<file path="src/rtl/clk_ratio_pkg.sv">
package clk_ratio_pkg;
  localparam int NUM_RATIO = 7;
  localparam int CODE_W    = 3;

  function automatic int unsigned ratio_of(input int idx);
    case (idx)
      0:       return 128;
      1:       return 192;
      2:       return 256;
      3:       return 384;
      4:       return 512;
      5:       return 768;
      default: return 1152;
    endcase
  endfunction
endpackage

</file>
<file path="src/rtl/frame_sync.sv">
module frame_sync #(
  parameter int STAGES = 2
) (
  input  logic clk_i,
  input  logic rst_ni,
  input  logic frame_i,
  output logic rise_o
);
  // sh[STAGES-1] is the synchronised level, sh[STAGES] its one-cycle delay
  logic [STAGES:0] sh_q;

  always_ff @(posedge clk_i or negedge rst_ni) begin
    if (!rst_ni) sh_q <= '0;
    else         sh_q <= {sh_q[STAGES-1:0], frame_i};
  end

  assign rise_o = sh_q[STAGES-1] & ~sh_q[STAGES];

  assert_rise_single_R3: assert property (@(posedge clk_i) disable iff (!rst_ni)
    rise_o |=> !rise_o);
endmodule

</file>
<file path="src/rtl/period_counter.sv">
module period_counter #(
  parameter int CNT_W = 11
) (
  input  logic             clk_i,
  input  logic             rst_ni,
  input  logic             rise_i,
  output logic [CNT_W:0]   period_o,
  output logic             sat_o
);
  localparam logic [CNT_W-1:0] CNT_MAX = '1;

  logic [CNT_W-1:0] cnt_q;

  always_ff @(posedge clk_i or negedge rst_ni) begin
    if (!rst_ni)      cnt_q <= '0;
    else if (rise_i)  cnt_q <= '0;
    else if (!sat_o)  cnt_q <= cnt_q + 1'b1;
  end

  assign sat_o    = (cnt_q == CNT_MAX);
  assign period_o = {1'b0, cnt_q} + 1'b1;

  assert_sat_hold_R9: assert property (@(posedge clk_i) disable iff (!rst_ni)
    (sat_o && !rise_i) |=> sat_o);
endmodule

</file>
<file path="src/rtl/ratio_classifier.sv">
module ratio_classifier
  import clk_ratio_pkg::*;
#(
  parameter int PW  = 12,
  parameter int TOL = 32
) (
  input  logic [PW-1:0]     period_i,
  output logic [CODE_W-1:0] code_o,
  output logic              hit_o
);
  logic [NUM_RATIO-1:0] in_win;

  for (genvar i = 0; i < NUM_RATIO; i++) begin : g_win
    localparam int unsigned LO = ratio_of(i) - TOL;
    localparam int unsigned HI = ratio_of(i) + TOL;
    assign in_win[i] = (32'(period_i) >= LO) && (32'(period_i) <= HI);
  end

  // overlapping windows: lowest ratio wins
  always_comb begin
    code_o = '0;
    for (int i = NUM_RATIO - 1; i >= 0; i--)
      if (in_win[i]) code_o = CODE_W'(i);
  end

  assign hit_o = |in_win;
endmodule

</file>
<file path="src/rtl/clk_ratio_detector.sv">
module clk_ratio_detector
  import clk_ratio_pkg::*;
#(
  parameter int CNT_W       = 11,
  parameter int TOL         = 32,
  parameter int SYNC_STAGES = 2
) (
  input  logic              clk_i,
  input  logic              rst_ni,
  input  logic              frame_clk_i,
  output logic [CODE_W-1:0] code_o,
  output logic              valid_o,
  output logic              err_o
);
  localparam int PW = CNT_W + 1;

  logic              rise_w;
  logic              sat_w;
  logic [PW-1:0]     period_w;
  logic [CODE_W-1:0] cls_code_w;
  logic              cls_hit_w;

  logic              armed_q;
  logic              prev_hit_q;
  logic [CODE_W-1:0] prev_code_q;

  frame_sync #(.STAGES(SYNC_STAGES)) u_sync (
    .clk_i   (clk_i),
    .rst_ni  (rst_ni),
    .frame_i (frame_clk_i),
    .rise_o  (rise_w)
  );

  period_counter #(.CNT_W(CNT_W)) u_cnt (
    .clk_i    (clk_i),
    .rst_ni   (rst_ni),
    .rise_i   (rise_w),
    .period_o (period_w),
    .sat_o    (sat_w)
  );

  ratio_classifier #(.PW(PW), .TOL(TOL)) u_cls (
    .period_i (period_w),
    .code_o   (cls_code_w),
    .hit_o    (cls_hit_w)
  );

  always_ff @(posedge clk_i or negedge rst_ni) begin
    if (!rst_ni) begin
      armed_q     <= 1'b0;
      prev_hit_q  <= 1'b0;
      prev_code_q <= '0;
      code_o      <= '0;
      valid_o     <= 1'b0;
      err_o       <= 1'b0;
    end else if (rise_w) begin
      armed_q <= 1'b1;
      if (armed_q) begin
        if (cls_hit_w) begin
          err_o       <= 1'b0;
          prev_hit_q  <= 1'b1;
          prev_code_q <= cls_code_w;
          if (prev_hit_q && (prev_code_q == cls_code_w)) begin
            valid_o <= 1'b1;
            code_o  <= cls_code_w;
          end else begin
            valid_o <= 1'b0;
          end
        end else begin
          valid_o    <= 1'b0;
          err_o      <= 1'b1;
          prev_hit_q <= 1'b0;
        end
      end
    end else if (sat_w && armed_q) begin
      // frame clock stopped: drop qualification and re-arm
      armed_q    <= 1'b0;
      prev_hit_q <= 1'b0;
      valid_o    <= 1'b0;
      err_o      <= 1'b1;
    end
  end

  assert_err_excl_R6: assert property (@(posedge clk_i) disable iff (!rst_ni)
    !(valid_o && err_o));

  assert_valid_after_rise_R7: assert property (@(posedge clk_i) disable iff (!rst_ni)
    $rose(valid_o) |-> $past(rise_w));

  assert_code_stable_R10: assert property (@(posedge clk_i) disable iff (!rst_ni)
    (valid_o && $past(valid_o)) |-> $stable(code_o));

  assert_sat_drop_R9: assert property (@(posedge clk_i) disable iff (!rst_ni)
    (sat_w && armed_q && !rise_w) |=> (!valid_o && err_o));
endmodule

</file>
<file path="config.mk">
export PLATFORM = sky130hd
export DESIGN_NAME = clk_ratio_detector
export DESIGN_NICKNAME = d
export VERILOG_FILES = /design/src/rtl/clk_ratio_pkg.sv /design/src/rtl/frame_sync.sv /design/src/rtl/period_counter.sv /design/src/rtl/ratio_classifier.sv /design/src/rtl/clk_ratio_detector.sv
export SDC_FILE = /design/constraint.sdc
export NUM_CORES = 1
export LEC_CHECK = 0
export BUFFER_PORTS_ARGS = -buffer_cell sky130_fd_sc_hd__buf_2
export CORE_MARGIN = 5
export CORE_UTILIZATION = 45
export CTS_CLUSTER_SIZE = 40
export DETAILED_ROUTE_END_ITERATION = 8
export PLACE_DENSITY = 0.66
export SYNTH_ARGS = -nofsm -noshare
export SYNTH_HDL_FRONTEND = slang
export SYNTH_SLANG_ARGS = --single-unit
export TNS_END_PERCENT = 5
</file>
<file path="constraint.sdc">
create_clock -name clk_i -period 2.5 [get_ports clk_i]
set_input_delay 0.125 -clock clk_i [delete_from_list [all_inputs] [get_ports clk_i]]
set_output_delay 0.125 -clock clk_i [all_outputs]
set_load 0.01 [all_outputs]
</file>
==> results.json, run 1 <==
{
  "status": "finished with violations",
  "violations": "setup timing",
  "synth.lib_cells_used.distinct": 63,
  "floorplan_die_height_um": 75.4,
  "worstPathCellList": "ha_4 > or4_4 > nor3b_4 > a2bb2oi_2 > a32oi_1 > nand2b_4 > a32oi_2 > xnor2_1 > nand4_2 > mux2_4",
  "layout-drive-gt1-share_pct": 38.5,
  "routed_wire_length_per_instance_um": 16.3,
  "route.detailed.drc": 0,
  "ff2ff_path_depth": 10,
  "p_per_area_nw_per_um2": 441,
  "synth.ff_latch_count": 24,
  "synth-seq-area-share_pct": 31.2,
  "cts_max_path_bufs": 2,
  "areaGrowthSynthToFinish_pct": 38.5,
  "fp.dieArea_um2": 5690,
  "cts.clk_slew.worst_paths_ps": 90,
  "routed_via_density": 5.88,
  "initial_core_util_pct": 47.1,
  "startpoint_type_of_the_worst_setup_path": "flop",
  "worst_r2r_startpoint": "u_cnt.cnt_q[0]",
  "holdPathStages": 0,
  "grt_antenna_before_repair": 0,
  "fin_crit_ps": 2880,
  "cts_root_buffer": "sky130_fd_sc_hd__clkbuf_8",
  "synthTopCellsByCount": "sky130_fd_sc_hd__dfrtp_1, sky130_fd_sc_hd__nand2_1, sky130_fd_sc_hd__a21oi_1",
  "detailroute.via_count": 2034,
  "firstDrtPassIters": 5,
  "detailed_place_hpwl_mm": 4.26,
  "timing.rr.end": "code_o[1]",
  "cts_tree": "yes",
  "main_synth_ff_type": "sky130_fd_sc_hd__dfrtp_1",
  "rsz_0062_raised_after_global_routing": "true",
  "ant_nets": 0,
  "io_buffers": 7,
  "criticalPathCategory": "flop to flop",
  "final_critical_path_setup_slack_ps": -382,
  "syn_inst": 230,
  "count_of_flip_flops_with_a_built_in_enable_after_synthesis": 0,
  "timing.hold.worst_endpoint": "u_sync.sh_q[1]",
  "num-nets-final": 301,
  "clk_latency_ps": 260,
  "clock.fmax_mhz": 347,
  "synthesis.yosys.warnings": 0,
  "timing.hold.worst.class": "flop to flop",
  "core_area_um2": 4090,
  "final-setup-viol-count": 9,
  "cts-htree-levels": 1,
  "final_area_um2": 2670,
  "synth.cell_area_um2": 1930,
  "grt_pass1_vias": 1988,
  "sequential_cell_area_um2": 604,
  "arrival_time_at_the_worst_endpoint_ps": 3040,
  "timing.critical_path.to_type": "flop",
  "r2r_slack_ps": -380,
  "yosys.cell_count.top_type": "sky130_fd_sc_hd__dfrtp_1",
  "netlist.top_cell.by_area": "sky130_fd_sc_hd__dfrtp_1",
  "num-fill-cells": 326,
  "worst-slew-pin-transition_ps": 519,
  "netlist_top_cells_area": "sky130_fd_sc_hd__dfrtp_1, sky130_fd_sc_hd__a21oi_1, sky130_fd_sc_hd__nand2_1, sky130_fd_sc_hd__o21ai_0, sky130_fd_sc_hd__buf_2",
  "dr.first_iter.drc_count": 320,
  "floorplan_row_count": 23,
  "maximum_cell_stage_delay_along_the_critical_path_ps": 440,
  "placedInstanceArea_um2": 2480,
  "final.period_utilization_pct": 115,
  "grt.total_usage_pct": 21.3,
  "synth_area_per_cell_um2": 8.37,
  "timing.max_slew.rel_slack_pct": 65.4,
  "numCtsBuffers": 3,
  "multiInputGateArea_um2": 1260,
  "timing.hold.worst.start": "u_sync.sh_q[0]",
  "critical_path_fanout_max": 6,
  "antenna_cells_inserted": 0,
  "syn_nets": 234,
  "postRouteWirelength_mm": 5.65,
  "final.setup_skew_ps": 5.76,
  "finalPower_w": 0.00118,
  "critical_path.slowest_cell": "sky130_fd_sc_hd__dfrtp_2",
  "ioPinCount": 8,
  "die_x_um": 75.4,
  "maximum_number_of_pins_on_one_net_before_global_route_repair": 25,
  "routability_congestion": 0.902,
  "report.final.hold_viol_count": 0,
  "top_cell_type_s_share_of_synthesized_area_pct": 31.2,
  "max-vdd-ir-drop_v": 0.000360,
  "timing_max_transition_violations_final": 0,
  "number_of_max_cap_violations": 0,
  "overflow": 0,
  "critPathRequiredTime_ps": 2660,
  "first_pass_grt_wire_length_mm": 9.40,
  "static-leakage-power_nw": 1.14,
  "postSynth.asyncResetShare_pct": 100,
  "number_of_sinks_handled_by_clock_tree_synthesis": 24
}
## flip-flops by register name, summed over array words and instances, names as in the netlist
| name | cells |
|---|---|
| valid_o | 1 |
| u_sync.sh_q | 3 |
| err_o | 1 |
| armed_q | 1 |
| code_o | 3 |
| prev_code_q | 3 |
| u_cnt.cnt_q | 11 |
| prev_hit_q | 1 |
## metrics by stage
| stage | TNS [ps] | utilization (%) | std cells | hold slack, ps | setup WS, ps |
|---|---|---|---|---|---|
| floorplan | -162 | - | 230 | -171 | -162 |
| global placement | -1510 | 60.6 | 335 | 125 | -262 |
| detailed placement | -2050 | 60.6 | 335 | 128 | -345 |
| CTS | -1940 | 63.2 | 341 | 357 | -355 |
| global route | -3670 | 65.2 | 346 | 383 | -506 |
| finish | -2290 | 65.2 | 346 | 357 | -382 |
## where the power goes
group          switching [W]  leakage [nW]  internal [W]
Clock               0.000123        0.0357      0.000214
Sequential         0.0000402         0.309      0.000414
Combinational       0.000182         0.791      0.000202
Total               0.000345          1.14      0.000831
## area by class of cell
class / count / area share (%)
multi-input cells: 175 / 47.2
repair buffers: 82 / 23.6
flip-flops and latches: 24 / 22.7
well taps: 50 / 2.35
clock buffers: 3 / 1.55
inverters: 11 / 1.55
clock inverters: 1 / 1.13
## layout by cell type (no fill, tap or decap), types with 4 or more instances in the layout
cell type                  instances
sky130_fd_sc_hd__o21ai_0          14
sky130_fd_sc_hd__buf_2             7
sky130_fd_sc_hd__nand2_1          22
sky130_fd_sc_hd__a21oi_1          16
sky130_fd_sc_hd__nand3_1           7
sky130_fd_sc_hd__nor2_1           11
sky130_fd_sc_hd__a21o_1            5
sky130_fd_sc_hd__nand4_1           4
sky130_fd_sc_hd__a31oi_1           4
sky130_fd_sc_hd__xnor2_1           6
sky130_fd_sc_hd__dfrtp_1          21
sky130_fd_sc_hd__buf_4            71
sky130_fd_sc_hd__inv_1            11
sky130_fd_sc_hd__nor2b_1           5
sky130_fd_sc_hd__nand2b_1          4
sky130_fd_sc_hd__a211oi_1          4
## layer usage
metal	GRT usage [%]	part of all wire, %	vias to the layer above
li1	-	-	983
met1	30.9	47	972
met2	33.3	47	67
met3	2.11	3.8	12
met4	6.80	2.1	0
met5	0	0	-
## kinds of logic (layout without fill, tap and decap cells)
group | after synthesis | in the layout | share of synthesized area (%)
fa+ha+maj | 1 | 1 | 0.650
xor+xnor | 8 | 8 | 3.64
mux | 4 | 4 | 2.34
flops | 24 | 24 | 31.2
buf+inv | 31 | 97 | 7.93
simple gates | 83 | 83 | 24.3
compound gates | 79 | 79 | 30.0
## timing repair
item,in CTS,in global routing
resized for setup,4,12
pin swaps,0,11
cloned,0,0
buffers inserted,0,5
hold buffers,2,0
hold endpoints to repair,25,0
endpoints found under the setup margin,8,9
## critical path, delay by kind of cell (launching register included)
kind                     cells  cell delay [ps]
AND/OR/NAND/NOR              4             1040
AO/OA/AOI/OAI                3              600
flip-flops                   1              440
multiplexers                 1              320
adder cells (fa/ha/maj)      1              190
XOR/XNOR                     1              170
## worst max-delay path by stage
| stage | startpoint | endpoint | slack, ps |
|---|---|---|---|
| global placement | u_cnt.cnt_q[0] | code_o[1] | -260 |
| global route | u_cnt.cnt_q[3] | code_o[1] | -510 |
| detailed placement | u_cnt.cnt_q[0] | code_o[1] | -350 |
| CTS | u_cnt.cnt_q[0] | code_o[1] | -350 |
| floorplan | u_cnt.cnt_q[2] | code_o[1] | -160 |
| finish | u_cnt.cnt_q[0] | code_o[1] | -380 |
Note: power is estimated with default switching activity, not from simulation.
==> run 2, diff against run 1 <==
--- a/config.mk
+++ b/config.mk
@@ -10,6 +10,7 @@
 export CORE_UTILIZATION = 45
 export CTS_CLUSTER_SIZE = 40
 export DETAILED_ROUTE_END_ITERATION = 8
+export MAX_ROUTING_LAYER = met4
 export PLACE_DENSITY = 0.66
 export SYNTH_ARGS = -nofsm -noshare
 export SYNTH_HDL_FRONTEND = slang
==> run 2 against run 1 <==
The flow still finishes with violations (setup timing). Clock skew is essentially flat. Sequential power is essentially flat. Via count shrank 0.59%. Routed wire length shrank 0.87%. Sequential cell count is the same. Count of clock-buffer cells in the layout is the same. Cell count is the same. Global-route usage grew 0.59 points. Fmax grew 1.0%. Die area is the same. First-iteration DRC count grew 5.3%. Critical endpoint unchanged.
==> results.json, run 2 (synthesis gave the netlist of run 1 again) <==
{
  "final_common_cell": "sky130_fd_sc_hd__buf_4",
  "overflow": 0,
  "rsz_0062_raised_after_global_routing": "true",
  "initial_core_util_pct": 47.1,
  "sequential_cell_area_um2": 604,
  "max-vdd-ir-drop_v": 0.000360,
  "p_per_area_nw_per_um2": 441,
  "routed_wire_length_per_instance_um": 16.2,
  "layout-drive-gt1-share_pct": 38.5,
  "ant_nets": 0,
  "firstDrtPassIters": 4,
  "areaGrowthSynthToFinish_pct": 38.5,
  "violations": "setup timing",
  "placedCellCount": 335,
  "share_clk_of_total_power_pct": 28.6,
  "fin_crit_ps": 2850,
  "detailroute.via_count": 2022,
  "final_critical_path_setup_slack_ps": -354,
  "final-setup-viol-count": 9,
  "num-nets-final": 301,
  "swShare_pct": 29.3,
  "ioPinCount": 8,
  "grt_pass1_vias": 1985,
  "ff2ff_path_depth": 10,
  "timing.max_slew.rel_slack_pct": 65.4,
  "critical_path_fanout_max": 6,
  "numCtsBuffers": 3,
  "timing.rr.end": "code_o[1]",
  "report.final.hold_viol_count": 0,
  "routed_via_density": 5.84,
  "number_of_sinks_handled_by_clock_tree_synthesis": 24,
  "postRouteWirelength_mm": 5.60,
  "p_int_w": 0.000831,
  "criticalPathCategory": "flop to flop",
  "antenna_cells_inserted": 0,
  "crit_start": "u_cnt.cnt_q[0]",
  "register_with_the_most_flip_flops": "u_cnt.cnt_q",
  "grt_antenna_before_repair": 0,
  "static-leakage-power_nw": 1.14,
  "timing.hold.worst.class": "flop to flop",
  "power.share.sequential_pct": 38.7,
  "core_area_um2": 4090,
  "grt.total_usage_pct": 21.9,
  "layout_common_cells": "sky130_fd_sc_hd__buf_4, sky130_fd_sc_hd__nand2_1, sky130_fd_sc_hd__dfrtp_1, sky130_fd_sc_hd__a21oi_1, sky130_fd_sc_hd__o21ai_0",
  "die_x_um": 75.4,
  "worst-slew-pin-transition_ps": 519,
  "final.period_utilization_pct": 114,
  "floorplan_row_count": 23,
  "layout.cells.non_filler": 346,
  "cts.clk_slew.worst_paths_ps": 90,
  "timing.critical_path.to_type": "flop",
  "timing_max_transition_violations_final": 0,
  "setup.worst_path.end": "code_o[1]",
  "io_buffers": 7,
  "critPathRequiredTime_ps": 2660,
  "first_pass_grt_wire_length_mm": 9.39,
  "status": "finished with violations",
  "timing.hold.worst.start": "u_sync.sh_q[0]",
  "route.detailed.drc": 0,
  "clk_latency_ps": 270,
  "cts_tree": "yes",
  "p_sw_w": 0.000345,
  "largest_register_ffs": 11,
  "finalPower_w": 0.00118,
  "cts_root_buffer": "sky130_fd_sc_hd__clkbuf_8",
  "floorplan_die_height_um": 75.4,
  "comb_power_share_pct": 32.7,
  "fp.dieArea_um2": 5690,
  "detailed_place_hpwl_mm": 4.26,
  "number_of_max_cap_violations": 0,
  "clock.fmax_mhz": 350,
  "dr.first_iter.drc_count": 337,
  "num-fill-cells": 326,
  "r2r_slack_ps": -350,
  "hold_slack_ps": 356,
  "cts_max_path_bufs": 2,
  "final.setup_skew_ps": 5.63,
  "worst_r2r_startpoint": "u_cnt.cnt_q[0]",
  "multiInputGateArea_um2": 1260,
  "startpoint_type_of_the_worst_setup_path": "flop",
  "routability_congestion": 0.917,
  "arrival_time_at_the_worst_endpoint_ps": 3010,
  "maximum_number_of_pins_on_one_net_before_global_route_repair": 25,
  "cts-htree-levels": 1
}
[run 2: cell counts in the layout (fill, tap and decap cells not counted)]
Identical to the previous run, type by type.
[run 2: layout make-up]
class,instances,area share [%]
flip-flops and latches,24,22.7
repair buffers,82,23.6
clock inverters,1,1.13
inverters,11,1.55
multi-input cells,175,47.2
clock buffers,3,1.55
well taps,50,2.35
[run 2: power by group through the flow]
stage	Sequential [W]	Combinational, W	Clock, W
6_report	0.000455	0.000384	0.000337
5_1_grt	0.000459	0.000414	0.000357
4_1_cts	0.000447	0.000357	0.000341
3_5_place_dp	0.000455	0.000351	0
3_3_place_gp	0.000452	0.000343	0
2_1_floorplan	0.000433	0.000238	0
[run 2: worst min-delay path by stage]
stage,to,slack (ps),depth (start not counted)
6_report,u_sync.sh_q[1],360,0
5_1_grt,u_sync.sh_q[1],380,0
4_1_cts,u_sync.sh_q[1],360,0
3_5_place_dp,u_cnt.cnt_q[6],130,1
3_3_place_gp,u_cnt.cnt_q[6],120,1
2_1_floorplan,armed_q,-170,0
[run 2: timing repair]
item,CTS,global route
gates resized for setup,4,12
hold buffers,2,0
pin swaps,0,11
endpoints found under the hold margin,25,0
setup endpoints to repair,8,9
setup buffers,0,5
[run 2: critical path: stages (launching register included)]
cell,delay (ps)
sky130_fd_sc_hd__dfrtp_2,440
sky130_fd_sc_hd__ha_4,190
sky130_fd_sc_hd__or4_4,430
sky130_fd_sc_hd__nor3b_4,300
sky130_fd_sc_hd__a2bb2oi_2,190
sky130_fd_sc_hd__a32oi_1,150
sky130_fd_sc_hd__nand2b_4,170
sky130_fd_sc_hd__a32oi_2,240
sky130_fd_sc_hd__xnor2_1,170
sky130_fd_sc_hd__nand4_2,140
sky130_fd_sc_hd__mux2_4,320
[run 2: metal layers]
layer,wire [µm],up-vias,global-route usage [%],part of all wire (%)
li1,-,984,-,-
met1,2610,957,30.6,47
met2,2600,65,33.6,47
met3,252,16,1.98,4.5
met4,136,0,6.80,2.4
met5,0,-,-,0
[run 2: stage by stage]
stage               instance area (µm²)  util, %  worst slack (ps)  TNS [ps]
finish                             2670     65.2              -354     -2210
global route                       2670     65.2              -506     -3660
CTS                                2580     63.2              -355     -1940
detailed placement                 2480     60.6              -345     -2050
global placement                   2480     60.6              -262     -1510
floorplan                          1960        -              -162      -162
